### config.mk
export PLATFORM = sky130hd
export DESIGN_NAME = dir_ctrl
export DESIGN_NICKNAME = d
export VERILOG_FILES = /design/src/rtl/dir_pkg.sv /design/src/rtl/dir_lfsr.sv /design/src/rtl/dir_plan.sv /design/src/rtl/dir_invseq.sv /design/src/rtl/dir_ctrl.sv
export SDC_FILE = /design/constraint.sdc
export NUM_CORES = 1
export LEC_CHECK = 0
export ABC_AREA = 1
export CORE_UTILIZATION = 40
export CTS_CLUSTER_SIZE = 24
export DETAILED_ROUTE_END_ITERATION = 16
export SYNTH_ARGS = -nofsm -noshare
export SYNTH_HDL_FRONTEND = slang
export SYNTH_HIERARCHICAL = 1
export SYNTH_SLANG_ARGS = --single-unit
### constraint.sdc
create_clock -name clk -period 4.5 [get_ports clk]
set_clock_uncertainty 0.05 [all_clocks]
set_input_delay 1.35 -clock clk [delete_from_list [all_inputs] [get_ports clk]]
set_output_delay 1.35 -clock clk [all_outputs]
set_load 0.01 [all_outputs]
### src/rtl/dir_pkg.sv
package dir_pkg;
  typedef enum logic [1:0] {
    DOP_READ  = 2'd0,
    DOP_WRITE = 2'd1,
    DOP_EVICT = 2'd2,
    DOP_NONE  = 2'd3
  } dop_e;

  typedef enum logic [1:0] {
    OVF_BCAST  = 2'd0,
    OVF_VICTIM = 2'd1,
    OVF_REGION = 2'd2,
    OVF_RSVD   = 2'd3
  } ovf_e;

  typedef enum logic [1:0] {
    ST_IDLE = 2'd0,
    ST_WAIT = 2'd1,
    ST_GNT  = 2'd2
  } dst_e;
endpackage

### src/rtl/dir_lfsr.sv
module dir_lfsr #(
  parameter int W = 8
) (
  input  logic         clk,
  input  logic         rst_n,
  output logic [W-1:0] q
);
  logic fb;
  assign fb = q[W-1] ^ q[W-3] ^ q[W-4] ^ q[W-5];

  always_ff @(posedge clk) begin
    if (!rst_n) q <= {{(W-1){1'b0}}, 1'b1};
    else        q <= {q[W-2:0], fb};
  end
endmodule

### src/rtl/dir_plan.sv
module dir_plan
  import dir_pkg::*;
#(
  parameter int P = 16,
  parameter int K = 4,
  parameter int R = 4,
  localparam int IDW = $clog2(P),
  localparam int NR  = P / R,
  localparam int RW  = $clog2(R),
  localparam int IW  = (NR > 1) ? $clog2(NR) : 1,
  localparam int KW  = (K > 1) ? $clog2(K) : 1
) (
  input  logic [1:0]              op,
  input  logic [1:0]              mode,
  input  logic [IDW-1:0]          cache,
  input  logic [KW-1:0]           vic,
  input  logic [K-1:0]            pv,
  input  logic [K-1:0][IDW-1:0]   pid,
  input  logic                    excl,
  input  logic                    bc,
  input  logic                    cvon,
  input  logic [NR-1:0]           cv,
  output logic [K-1:0]            n_pv,
  output logic [K-1:0][IDW-1:0]   n_pid,
  output logic                    n_excl,
  output logic                    n_bc,
  output logic                    n_cvon,
  output logic [NR-1:0]           n_cv,
  output logic [P-1:0]            tgt,
  output logic                    tbc
);
  logic [K-1:0]  hit;
  logic [P-1:0]  ptr_mask, reg_mask, req_oh;
  logic [NR-1:0] ptr_reg;
  logic [KW-1:0] free_idx;
  logic          full;
  logic [IW-1:0] req_reg;

  for (genvar gi = 0; gi < K; gi++) begin : g_hit
    assign hit[gi] = pv[gi] && (pid[gi] == cache);
  end

  for (genvar gj = 0; gj < P; gj++) begin : g_reg
    assign reg_mask[gj] = cv[gj / R];
  end

  assign full    = &pv;
  assign req_oh  = {{(P-1){1'b0}}, 1'b1} << cache;
  assign req_reg = IW'(cache >> RW);

  always_comb begin
    ptr_mask = '0;
    ptr_reg  = '0;
    free_idx = '0;
    for (int i = K - 1; i >= 0; i--) begin
      if (pv[i]) begin
        ptr_mask[pid[i]] = 1'b1;
        ptr_reg[IW'(pid[i] >> RW)] = 1'b1;
      end else begin
        free_idx = KW'(i);
      end
    end
  end

  always_comb begin
    n_pv   = pv;
    n_pid  = pid;
    n_excl = excl;
    n_bc   = bc;
    n_cvon = cvon;
    n_cv   = cv;
    tgt    = '0;
    tbc    = 1'b0;
    case (dop_e'(op))
      DOP_READ: begin
        if (excl) begin
          if (pid[0] != cache) begin
            tgt       = ptr_mask & ~req_oh;
            n_pv      = '0;
            n_pv[0]   = 1'b1;
            n_pid[0]  = cache;
            n_excl    = 1'b0;
          end
        end else if (cvon) begin
          n_cv[req_reg] = 1'b1;
        end else if (|hit) begin
          n_pv = pv;
        end else if (!full) begin
          n_pv[free_idx]  = 1'b1;
          n_pid[free_idx] = cache;
        end else begin
          case (ovf_e'(mode))
            OVF_VICTIM: begin
              tgt[pid[vic]] = 1'b1;
              n_pid[vic]    = cache;
            end
            OVF_REGION: begin
              n_cvon = 1'b1;
              n_cv   = cv | ptr_reg;
              n_cv[req_reg] = 1'b1;
              n_pv   = '0;
            end
            default: n_bc = 1'b1;
          endcase
        end
      end
      DOP_WRITE: begin
        if (bc)        tbc = 1'b1;
        else if (cvon) tgt = reg_mask & ~req_oh;
        else           tgt = ptr_mask & ~req_oh;
        n_pv     = '0;
        n_pv[0]  = 1'b1;
        n_pid[0] = cache;
        n_excl   = 1'b1;
        n_bc     = 1'b0;
        n_cvon   = 1'b0;
        n_cv     = '0;
      end
      DOP_EVICT: begin
        if (excl) begin
          if (pid[0] == cache) begin
            n_pv   = '0;
            n_excl = 1'b0;
          end
        end else if (!cvon) begin
          n_pv = pv & ~hit;
        end
      end
      default: n_pv = pv;
    endcase
  end
endmodule

### src/rtl/dir_invseq.sv
module dir_invseq #(
  parameter int P = 16,
  localparam int IDW = $clog2(P),
  localparam int CW  = $clog2(P + 1)
) (
  input  logic           clk,
  input  logic           rst_n,
  input  logic           load,
  input  logic [P-1:0]   load_mask,
  input  logic           load_bc,
  input  logic [IDW-1:0] load_req,
  input  logic           inv_ready,
  input  logic           ack_valid,
  output logic           inv_valid,
  output logic [IDW-1:0] inv_cache,
  output logic           inv_bcast,
  output logic           drained
);
  logic [P-1:0]   mask_q;
  logic           bc_q;
  logic [IDW-1:0] req_q, low;
  logic [CW-1:0]  out_q, add, sub;
  logic           fire;

  always_comb begin
    low = '0;
    for (int i = P - 1; i >= 0; i--) begin
      if (mask_q[i]) low = IDW'(i);
    end
  end

  assign inv_valid = (|mask_q) | bc_q;
  assign inv_bcast = bc_q;
  assign inv_cache = bc_q ? req_q : low;
  assign drained   = (out_q == '0);
  assign fire      = inv_valid & inv_ready;
  assign add       = !fire ? '0 : (bc_q ? CW'(P - 1) : CW'(1));
  assign sub       = (ack_valid && (out_q != '0 || fire)) ? CW'(1) : '0;

  always_ff @(posedge clk) begin
    if (!rst_n) begin
      mask_q <= '0;
      bc_q   <= 1'b0;
      req_q  <= '0;
      out_q  <= '0;
    end else begin
      out_q <= out_q + add - sub;
      if (load) begin
        mask_q <= load_mask;
        bc_q   <= load_bc;
        req_q  <= load_req;
      end else if (fire) begin
        if (bc_q) bc_q <= 1'b0;
        else      mask_q[low] <= 1'b0;
      end
    end
  end
endmodule

### src/rtl/dir_ctrl.sv
module dir_ctrl
  import dir_pkg::*;
#(
  parameter int P    = 16,
  parameter int K    = 4,
  parameter int R    = 4,
  parameter int NBLK = 8,
  localparam int IDW = $clog2(P),
  localparam int BW  = (NBLK > 1) ? $clog2(NBLK) : 1,
  localparam int NR  = P / R,
  localparam int KW  = (K > 1) ? $clog2(K) : 1
) (
  input  logic           clk,
  input  logic           rst_n,
  input  logic [1:0]     ovf_mode,
  input  logic           req_valid,
  output logic           req_ready,
  input  logic [1:0]     req_op,
  input  logic [IDW-1:0] req_cache,
  input  logic [BW-1:0]  req_blk,
  output logic           inv_valid,
  input  logic           inv_ready,
  output logic [IDW-1:0] inv_cache,
  output logic           inv_bcast,
  input  logic           ack_valid,
  output logic           gnt_valid,
  output logic [IDW-1:0] gnt_cache,
  output logic [BW-1:0]  gnt_blk
);
  logic [K-1:0]            pv_q   [NBLK];
  logic [K-1:0][IDW-1:0]   pid_q  [NBLK];
  logic [NR-1:0]           cv_q   [NBLK];
  logic [NBLK-1:0]         excl_q, bc_q, cvon_q;

  logic [K-1:0]            c_pv,  p_pv;
  logic [K-1:0][IDW-1:0]   c_pid, p_pid;
  logic                    c_excl, c_bc, c_cvon, p_excl, p_bc, p_cvon;
  logic [NR-1:0]           c_cv,  p_cv;
  logic [P-1:0]            tgt;
  logic                    tbc, accept, drained;
  logic [7:0]              lfsr_q;
  logic [KW-1:0]           vic;
  logic [IDW-1:0]          pc_q;
  logic [BW-1:0]           pb_q;
  dst_e                    st_q;

  assign req_ready = (st_q == ST_IDLE);
  assign accept    = req_valid & req_ready;
  assign gnt_valid = (st_q == ST_GNT);
  assign gnt_cache = pc_q;
  assign gnt_blk   = pb_q;
  assign vic       = KW'(lfsr_q % 8'(K));

  dir_lfsr #(.W(8)) u_lfsr (.clk(clk), .rst_n(rst_n), .q(lfsr_q));

  dir_plan #(.P(P), .K(K), .R(R)) u_plan (
    .op(req_op), .mode(ovf_mode), .cache(req_cache), .vic(vic),
    .pv(pv_q[req_blk]), .pid(pid_q[req_blk]), .excl(excl_q[req_blk]),
    .bc(bc_q[req_blk]), .cvon(cvon_q[req_blk]), .cv(cv_q[req_blk]),
    .n_pv(c_pv), .n_pid(c_pid), .n_excl(c_excl), .n_bc(c_bc),
    .n_cvon(c_cvon), .n_cv(c_cv), .tgt(tgt), .tbc(tbc)
  );

  dir_invseq #(.P(P)) u_seq (
    .clk(clk), .rst_n(rst_n), .load(accept), .load_mask(tgt),
    .load_bc(tbc), .load_req(req_cache), .inv_ready(inv_ready),
    .ack_valid(ack_valid), .inv_valid(inv_valid), .inv_cache(inv_cache),
    .inv_bcast(inv_bcast), .drained(drained)
  );

  always_ff @(posedge clk) begin
    if (!rst_n) begin
      st_q   <= ST_IDLE;
      pc_q   <= '0;
      pb_q   <= '0;
      p_pv   <= '0;
      p_pid  <= '0;
      p_excl <= 1'b0;
      p_bc   <= 1'b0;
      p_cvon <= 1'b0;
      p_cv   <= '0;
    end else begin
      case (st_q)
        ST_IDLE: if (accept) begin
          pc_q   <= req_cache;
          pb_q   <= req_blk;
          p_pv   <= c_pv;
          p_pid  <= c_pid;
          p_excl <= c_excl;
          p_bc   <= c_bc;
          p_cvon <= c_cvon;
          p_cv   <= c_cv;
          st_q   <= ((|tgt) || tbc) ? ST_WAIT : ST_GNT;
        end
        ST_WAIT: if (!inv_valid && drained) st_q <= ST_GNT;
        default: st_q <= ST_IDLE;
      endcase
    end
  end

  always_ff @(posedge clk) begin
    if (!rst_n) begin
      excl_q <= '0;
      bc_q   <= '0;
      cvon_q <= '0;
      for (int b = 0; b < NBLK; b++) begin
        pv_q[b]  <= '0;
        pid_q[b] <= '0;
        cv_q[b]  <= '0;
      end
    end else if (st_q == ST_GNT) begin
      pv_q[pb_q]   <= p_pv;
      pid_q[pb_q]  <= p_pid;
      cv_q[pb_q]   <= p_cv;
      excl_q[pb_q] <= p_excl;
      bc_q[pb_q]   <= p_bc;
      cvon_q[pb_q] <= p_cvon;
    end
  end
endmodule

# [Word level (Yosys, flattened, before mapping)]
# Memories as Yosys holds them, arrays and structs flattened.
# Cells that the tools add are included.
[word_totals] rom_bits=0 in_bits=16 wordCells=281 ff_bits=94 mem_bits_rw=192 latchBits=0 output_inout_bits=15 mem_count=3
[mem_list] name="pid_q" depth=8 width=16 read_ports=1 rd_ports_with_merged_regs=0 wr=8 line="dir_ctrl.sv:31" rtl="logic [K-1:0][IDW-1:0] pid_q [NBLK];"
[mem_list] name="cv_q" depth=8 width=4 read_ports=1 rd_ports_with_merged_regs=0 wr=8 line="dir_ctrl.sv:32" rtl="logic [NR-1:0] cv_q [NBLK];"
[mem_list] name="pv_q" depth=8 width=4 read_ports=1 rd_ports_with_merged_regs=0 wr=8 line="dir_ctrl.sv:30" rtl="logic [K-1:0] pv_q [NBLK];"
[classes] mul=0 add_sub_neg=2 n_lt_le_gt_ge=29 shift=1 reduce_logical=39 div=0 eq_ne=14 muxes=150 bitwise=23
[ops] operator="$mux W16" n=20
[ops] operator="$mux W4" n=43
[ops] operator="$and A16 B16 Y16" n=3
[ops] operator="$or A16 B16 Y16" n=3
[ops] operator="$reduce_or A16 Y1" n=3
[ops] operator="$mux W1" n=42
[ops] operator="$bwmux W16" n=2
[ops] operator="$not A16 Y16" n=2
[ops] operator="$pmux W16 S2" n=1
[ops] operator="$lt A4 B5 Y1 const B" n=6
[ops] operator="$or A4 B4 Y4" n=7
[ops] operator="$bwmux W8" n=3
[ops] operator="$demux W1 S4" n=6
[ops] operator="$ge A4 B1 Y1 const B" n=6
[ops] operator="$mux W12" n=2
[ops] operator="$lt A2 B3 Y1 const B" n=7
[ops] operator="$logic_and A1 B1 Y1" n=20
[ops] operator="$demux W4 S2" n=2
[ops] operator="$eq A4 B4 Y1" n=4
[ops] operator="$pmux W4 S2" n=2
[ops] operator="$shl A1 B4 Y16 const A" n=1
[ops] operator="$ge A2 B1 Y1 const B" n=7
[ops] operator="$mux W2" n=7
[ops] operator="$demux W1 S2" n=6
[ops] operator="other kinds (33)" n=53

# [Logic depth before layout (Yosys ltp)]
[logic_depth] ltp_word=25 ltp_mapped=28 depth_no_buf=24

# [Modules after synthesis]
# The synthesis kept the hierarchy.
[by_module_without_submodules] module="dir_ctrl" area_each_um2=10856.7 cells_each=1160 n_inst=1 seq_area_each_um2=6966.7
[by_module_without_submodules] module="dir_plan" area_each_um2=2548.7 cells_each=533 n_inst=1 seq_area_each_um2=0.0
[by_module_without_submodules] module="dir_invseq" area_each_um2=1617.8 cells_each=231 n_inst=1 seq_area_each_um2=520.5
[by_module_without_submodules] module="dir_lfsr" area_each_um2=290.3 cells_each=42 n_inst=1 seq_area_each_um2=160.2

# [Least setup slack after synthesis]
# No wires, ideal clock.
[synth_path] path_kind="input to register" startpoint="input port req_blk[1]" endpoint="register st_q[0]" setup_time_ps=112 n_path_buf=5 slack_ps=561 t_arrival_ps=3777 cell_stages=27 required_ps=4338 cell_sequence="buf_2 buf_2 buf_2 nor2_1 o21ai_0 o21ai_1 nand2_1 nand2_1 buf_2 inv_1 nand2_1 nand2_1 nor2_1 nand2_1 nand2_2 o22ai_2 inv_2 buf_4 o21ai_0 o21ai_0 o21ai_0 nor2_1 nand2_1 nor2_1 nand3b_1 nand2_1 nand2_1"
[synth_between] elab_chain_len=21 word_cells_on_any_way=72 cone_classes="order compare: 10; eq/ne: 5; mux: 36; bitwise: 5; reduce/logical: 13; memory: 3"
[synth_lines] item="start, declared" line="dir_ctrl.sv:20" rtl="input logic [BW-1:0] req_blk,"
[synth_lines] item="$mem_v2 Z8 W16"
[synth_lines] item="$lt A4 B5 Y1 (not written as such) or $ge A4 B1 Y1 (tied branches)" line="dir_plan.sv:57" rtl="ptr_mask[pid[i]] = 1'b1;"
[synth_lines] item="$logic_and A1 B1 Y1 (not written as such)" line="dir_plan.sv:57"
[synth_lines] item="$mux W1 (not written as such)" line="dir_plan.sv:57"
[synth_lines] item="$demux W1 S4"
[synth_lines] item="$mux W16" line="dir_plan.sv:56" rtl="if (pv[i]) begin"
[synth_lines] item="$or A16 B16 Y16 (no line)"
[synth_lines] item="$mux W16" line="dir_plan.sv:56"
[synth_lines] item="[... 6 more ...]"
[synth_lines] item="$mux W16, on equally long branches" line="dir_plan.sv:108, dir_plan.sv:76"
[synth_lines] item="$pmux W16 S2 (*)" line="dir_plan.sv:74" rtl="case (dop_e'(op))"
[synth_lines] item="via tgt[13]" line="dir_ctrl.sv:39" rtl="logic [P-1:0] tgt;"
[synth_lines] item="$reduce_or A16 Y1 (*)" line="dir_ctrl.sv:93" rtl="st_q <= ((|tgt) || tbc) ? ST_WAIT : ST_GNT;"
[synth_lines] item="$logic_or A1 B1 Y1 (*)" line="dir_ctrl.sv:93"
[synth_lines] item="$mux W2 (*)" line="dir_ctrl.sv:93"
[synth_lines] item="$mux W2 (*)" line="dir_ctrl.sv:84" rtl="ST_IDLE: if (accept) begin"
[synth_lines] item="$pmux W2 S2 (*)" line="dir_ctrl.sv:83" rtl="case (st_q)"
[synth_lines] item="end signal, assigned" line="dir_ctrl.sv:93"
[synth_lines] item="end, declared" line="dir_ctrl.sv:45" rtl="dst_e st_q;"
# Mark *: on every way through the listed nets, which the timed path passes. The rest lies on a longest branch. The select of a mux whose other input is x is not followed.
# A chain may end at the register's enable or synchronous reset.

# [Worst setup path after layout]
# Same ends and word-level chain as after synthesis.

==> flow_summary.html <==
<table>
<tr><th>Metric</th><th>Value</th></tr>
<tr><th colspan="2">Routing</th></tr>
<tr><td>Post-DR wirelength/cell</td><td>19.1 µm</td></tr>
<tr><td>Violation count after the first detailed-routing iteration</td><td>1205</td></tr>
<tr><td>Via-to-Cell Ratio</td><td>5.33</td></tr>
<tr><td>Overall via count from detail_route</td><td>13737</td></tr>
<tr><td>Wire length after detailed routing</td><td>49200 µm</td></tr>
<tr><td>Number of iterations in the first detailed-routing pass</td><td>5</td></tr>
<tr><td>Final antenna-violating net count</td><td>0</td></tr>
<tr><td>DRC errors left</td><td>0</td></tr>
<tr><th colspan="2">Timing</th></tr>
<tr><td>Final setup TNS</td><td>0 ns</td></tr>
<tr><td>Number of endpoints with negative hold slack in the final report</td><td>0</td></tr>
<tr><td>Final period util</td><td>90.6%</td></tr>
<tr><td>Slew HR</td><td>54.4%</td></tr>
<tr><td>Fmax</td><td>0.245 GHz</td></tr>
<tr><td>Number of endpoints failing setup at the final stage</td><td>0</td></tr>
<tr><td>Setup repair after global routing missed its margin</td><td>no</td></tr>
<tr><td>Pin slew with the least headroom to its limit</td><td>0.684 ns</td></tr>
<tr><td>Crit path time final</td><td>4.08 ns</td></tr>
<tr><td>Max Slew Vio Count</td><td>0</td></tr>
<tr><td>Final worst slack</td><td>0.424 ns</td></tr>
<tr><th colspan="2">Clock tree</th></tr>
<tr><td>Clock transition at the register clock pins on the worst setup and hold paths after CTS</td><td>0.06 ns</td></tr>
<tr><td>Maximum buffer depth of the clock tree</td><td>3</td></tr>
<tr><td>Library cell used as clock root buffer</td><td>sky130_fd_sc_hd__clkbuf_16</td></tr>
<tr><td>TritonCTS sink count</td><td>286</td></tr>
<tr><td>Total CTS buffers</td><td>34</td></tr>
<tr><td>Number of resized instances in the post-cts repair step</td><td>0</td></tr>
<tr><td>Number of setup buffers added after CTS</td><td>0</td></tr>
<tr><td>CTS H-tree depth</td><td>2</td></tr>
<tr><td>TritonCTS clock tree</td><td>yes</td></tr>
<tr><td>Insertion delay of the later-clocked pin in the worst-skew pair</td><td>0.51 ns</td></tr>
<tr><td># hold bufs at CTS</td><td>0</td></tr>
<tr><th colspan="2">Setup path</th></tr>
<tr><td>Critical path capture point type</td><td>flip-flop</td></tr>
<tr><td>Startpoint class of the critical path</td><td>input pin</td></tr>
<tr><td>Register-to-register setup slack</td><td>1.40 ns</td></tr>
<tr><td>Setup Crit Path Kind</td><td>input pin to flip-flop</td></tr>
<tr><td>Worst Path Arrival</td><td>4.43 ns</td></tr>
<tr><td>Largest fanout on the critical path</td><td>28</td></tr>
<tr><td>Crit path required time</td><td>4.85 ns</td></tr>
<tr><th colspan="2">Power</th></tr>
<tr><td>Psw</td><td>2.19 mW</td></tr>
<tr><td>Reported leakage power</td><td>7.16 nW</td></tr>
<tr><td>Switching power share of the total</td><td>30.4%</td></tr>
<tr><td>Internal power component</td><td>5.03 mW</td></tr>
<tr><td>Post-layout power</td><td>7.22 mW</td></tr>
<tr><td>Comb pwr share</td><td>20.6%</td></tr>
<tr><td>Sequential cell fraction of total power</td><td>42.6%</td></tr>
<tr><td>Clock network power share</td><td>36.9%</td></tr>
<tr><td>Total power per unit cell area</td><td>407 mW/mm²</td></tr>
<tr><td>Maximum vdd drop</td><td>0.256 mV</td></tr>
<tr><th colspan="2">Status</th></tr>
<tr><td>Outcome</td><td>finished clean</td></tr>
<tr><th colspan="2">Floorplanning</th></tr>
<tr><td>Overall die width</td><td>198 µm</td></tr>
<tr><td>Site row count</td><td>71</td></tr>
<tr><td>Starting density of the core</td><td>40.7%</td></tr>
<tr><td>Area of the core region</td><td>0.0377 mm²</td></tr>
<tr><td>Number of primary I/O pins</td><td>31</td></tr>
<tr><td>Die area</td><td>0.0391 mm²</td></tr>
<tr><td>Y dimension of the die</td><td>198 µm</td></tr>
<tr><th colspan="2">Final layout</th></tr>
<tr><td>Area growth from synthesis to layout</td><td>15.8%</td></tr>
<tr><td>Post-layout utilization of the core</td><td>47.1%</td></tr>
<tr><td>Multi-input combinational cell area</td><td>0.00645 mm²</td></tr>
<tr><td>Top library cells by usage in the layout, fill and taps aside</td><td>sky130_fd_sc_hd__nor2_1, sky130_fd_sc_hd__nand2_1, sky130_fd_sc_hd__o21ai_0</td></tr>
<tr><td>Fraction of final layout cells sized beyond drive strength 1</td><td>11.2%</td></tr>
<tr><td>Fillers</td><td>3806</td></tr>
<tr><td>Net count, final</td><td>2067</td></tr>
<tr><td>Commonest non-fill, non-tap cell in the layout</td><td>sky130_fd_sc_hd__nor2_1</td></tr>
<tr><td>Seq. cell area</td><td>0.00765 mm²</td></tr>
<tr><td>Antenna diode instance count</td><td>0</td></tr>
<tr><th colspan="2">Yosys</th></tr>
<tr><td>Synthesized-area fraction occupied by and/or/nand/nor cells</td><td>27.3%</td></tr>
<tr><td>Compound-cell area share of the yosys netlist</td><td>13.7%</td></tr>
<tr><td>Proportion of synthesized flip-flops having asynchronous set or reset</td><td>0%</td></tr>
<tr><td>Average cell area after synthesis</td><td>7.79 µm²</td></tr>
<tr><td>Most common flop cell mapped by yosys</td><td>sky130_fd_sc_hd__edfxtp_1</td></tr>
<tr><td>Synth unique cells</td><td>52</td></tr>
<tr><td>Synthesized area</td><td>0.0153 mm²</td></tr>
<tr><td>XOR/XNOR share of the synthesized area</td><td>0.114%</td></tr>
<tr><td>Sequential area share after synthesis</td><td>49.9%</td></tr>
<tr><td>Post-synth net total</td><td>1993</td></tr>
<tr><td>Number of storage elements in the synthesis netlist</td><td>286</td></tr>
<tr><td>Post-synth EDFFs</td><td>192</td></tr>
<tr><td>Warning count from the yosys run</td><td>6</td></tr>
<tr><td>Multiplexer area fraction after synthesis</td><td>0%</td></tr>
<tr><td>Dominant combinational cell family by area after synthesis</td><td>simple AND/OR/NAND/NOR gates</td></tr>
<tr><td>Adder and majority cell fraction of the synthesized area</td><td>0.948%</td></tr>
<tr><td>Gate count of the mapped netlist</td><td>1966</td></tr>
<tr><th colspan="2">Placed design</th></tr>
<tr><td>DP Wirelength</td><td>33200 µm</td></tr>
<tr><td>Pre-CTS setup slack</td><td>-0.0154 ns</td></tr>
<tr><td>Routability congestion estimate</td><td>1.02</td></tr>
<tr><td>Input/output buffers</td><td>30</td></tr>
<tr><th colspan="2">Global route</th></tr>
<tr><td>Initial antenna violation count</td><td>1</td></tr>
<tr><td>Number of global-route vias before repair</td><td>13014</td></tr>
<tr><td>Wire length of the first global-routing pass</td><td>75500 µm</td></tr>
<tr><td>Maximum number of pins on one net before global-route repair</td><td>66</td></tr>
<tr><td>GRT Overall Usage</td><td>25.4%</td></tr>
<tr><td>Overflow left after global routing</td><td>0</td></tr>
<tr><th colspan="2">Worst hold path</th></tr>
<tr><td>Hold crit path type</td><td>flip-flop to flip-flop</td></tr>
<tr><th colspan="2">Flow run</th></tr>
<tr><td>Count of max-cap constraint violations</td><td>0</td></tr>
</table>
-- worst paths after layout --
check,start,to,cells after the start
max,req_blk[1],st_q[0]$_SDFFE_PN0P_,24
min,u_lfsr/q[6]$_SDFF_PN0_,u_lfsr/q[7]$_SDFF_PN0_,2
max reg2reg,pid_q[1][0]$_SDFFCE_PN0P_,st_q[0]$_SDFFE_PN0P_,21
min reg2reg,u_lfsr/q[6]$_SDFF_PN0_,u_lfsr/q[7]$_SDFF_PN0_,2
-- sequential cells by signal, indices dropped and copies added (netlist names) --
name,count
p_cv,4
u_lfsr/q,8
u_seq/inv_bcast,1
gnt_cache,4
p_cvon,1
st_q,2
bc_q,8
excl_q,8
cvon_q,8
pid_q,128
p_pid,16
cv_q,32
u_seq/mask_q,16
gnt_blk,3
u_seq/req_q,4
pv_q,32
u_seq/out_q,5
p_bc,1
p_excl,1
p_pv,4
-- power groups by stage --
stage                     combinational, mW  sequential [mW]  clock, mW
after floorplan                       0.937             3.11          0
after global placement                 1.45             3.12          0
after detailed placement               1.47             3.13          0
after CTS                              1.48             3.07       2.71
after global routing                   1.65             3.09       2.81
final                                  1.48             3.07       2.66
-- critical path: stages --
cell,delay [ns]
sky130_fd_sc_hd__buf_4,0.33
sky130_fd_sc_hd__buf_12,0.22
sky130_fd_sc_hd__nor2_1,0.06
sky130_fd_sc_hd__o21ai_0,0.12
sky130_fd_sc_hd__o21ai_1,0.14
sky130_fd_sc_hd__nand2_1,0.08
sky130_fd_sc_hd__nand2_1,0.13
sky130_fd_sc_hd__buf_4,0.18
sky130_fd_sc_hd__nand2_1,0.06
sky130_fd_sc_hd__nand2_1,0.05
sky130_fd_sc_hd__nor2_1,0.20
sky130_fd_sc_hd__nand2_1,0.13
sky130_fd_sc_hd__nand2_2,0.10
sky130_fd_sc_hd__o22ai_2,0.14
sky130_fd_sc_hd__inv_2,0.19
sky130_fd_sc_hd__o21ai_0,0.11
sky130_fd_sc_hd__o21ai_0,0.11
sky130_fd_sc_hd__o21ai_0,0.20
sky130_fd_sc_hd__nor2_1,0.13
sky130_fd_sc_hd__nand2_1,0.05
sky130_fd_sc_hd__nor2_1,0.13
sky130_fd_sc_hd__nand3b_1,0.09
sky130_fd_sc_hd__nand2_1,0.07
sky130_fd_sc_hd__nand2_1,0.04
-- cell usage after synthesis, types with 3 or more instances --
| cell | n | area share, % |
|---|---|---|
| sky130_fd_sc_hd__clkbuf_2 | 3 | 0.098 |
| sky130_fd_sc_hd__nand2_4 | 6 | 0.44 |
| sky130_fd_sc_hd__a21oi_2 | 4 | 0.23 |
| sky130_fd_sc_hd__nand4_1 | 16 | 0.65 |
| sky130_fd_sc_hd__nand3b_1 | 3 | 0.15 |
| sky130_fd_sc_hd__buf_6 | 7 | 0.51 |
| sky130_fd_sc_hd__inv_1 | 128 | 3.1 |
| sky130_fd_sc_hd__inv_2 | 13 | 0.32 |
| sky130_fd_sc_hd__buf_1 | 5 | 0.12 |
| sky130_fd_sc_hd__a31oi_1 | 4 | 0.16 |
| sky130_fd_sc_hd__ha_1 | 10 | 0.82 |
| sky130_fd_sc_hd__clkinv_1 | 29 | 0.71 |
| sky130_fd_sc_hd__clkbuf_1 | 33 | 0.81 |
| sky130_fd_sc_hd__a211oi_1 | 8 | 0.39 |
| sky130_fd_sc_hd__nor2_2 | 5 | 0.20 |
| sky130_fd_sc_hd__a22oi_1 | 3 | 0.15 |
| sky130_fd_sc_hd__buf_2 | 45 | 1.5 |
| sky130_fd_sc_hd__nand3_2 | 6 | 0.39 |
| sky130_fd_sc_hd__nor3_1 | 13 | 0.42 |
| sky130_fd_sc_hd__nor2_8 | 3 | 0.39 |
| sky130_fd_sc_hd__nand3_1 | 99 | 3.2 |
| sky130_fd_sc_hd__o21ai_1 | 38 | 1.2 |
| sky130_fd_sc_hd__a221oi_1 | 5 | 0.29 |
| sky130_fd_sc_hd__edfxtp_1 | 192 | 38 |
| sky130_fd_sc_hd__inv_4 | 4 | 0.16 |
| sky130_fd_sc_hd__a21oi_1 | 66 | 2.2 |
| sky130_fd_sc_hd__dfxtp_1 | 94 | 12 |
| sky130_fd_sc_hd__nand2_1 | 368 | 9.0 |
| sky130_fd_sc_hd__o21ai_0 | 237 | 7.7 |
| sky130_fd_sc_hd__nor2_1 | 450 | 11 |
| sky130_fd_sc_hd__nor4_1 | 3 | 0.12 |
| sky130_fd_sc_hd__nand2_2 | 10 | 0.41 |
| sky130_fd_sc_hd__buf_4 | 12 | 0.59 |
| sky130_fd_sc_hd__o22ai_1 | 19 | 0.78 |
| sky130_fd_sc_hd__nor2_4 | 3 | 0.22 |
-- through the flow --
| stage | area (µm²) | cells | hold WS, ns |
|---|---|---|---|
| 6_report | 17700 | 2576 | 0.365 |
| 4_1_cts | 17700 | 2576 | 0.370 |
| 3_3_place_gp | 16700 | 2515 | 0.346 |
| 5_1_grt | 17700 | 2576 | 0.401 |
| 3_5_place_dp | 16700 | 2515 | 0.350 |
| 2_1_floorplan | 15300 | 1966 | 0.336 |
-- area by class of cell --
cell class | instances | area share (%)
clock buffers | 49 | 5.54
clock inverters | 12 | 0.571
inverters | 175 | 3.77
multi-input cells | 1400 | 36.4
flip-flops and latches | 286 | 43.1
well taps | 511 | 3.60
repair buffers | 143 | 7.05
-- routing by layer --
| metal | share of wire (%) | GRT usage [%] | vias up | routed length, µm |
|---|---|---|---|---|
| met1 | 45 | 34.5 | 6599 | 22000 |
| li1 | - | - | 6642 | - |
| met4 | 3.0 | 8.10 | 2 | 1480 |
| met5 | 0.026 | 0 | - | 13 |
| met2 | 47 | 41.8 | 415 | 23000 |
| met3 | 5.4 | 3.55 | 79 | 2650 |
-- cell families after synthesis --
| kind of cell | Yosys count |
|---|---|
| flip-flops | 286 |
| adder cells (fa/ha/maj) | 11 |
| XOR/XNOR | 2 |
| AO/OA/AOI/OAI | 394 |
| AND/OR/NAND/NOR | 993 |
| buffers and inverters | 280 |
No activity file was read; power rests on OpenSTA's default activity.
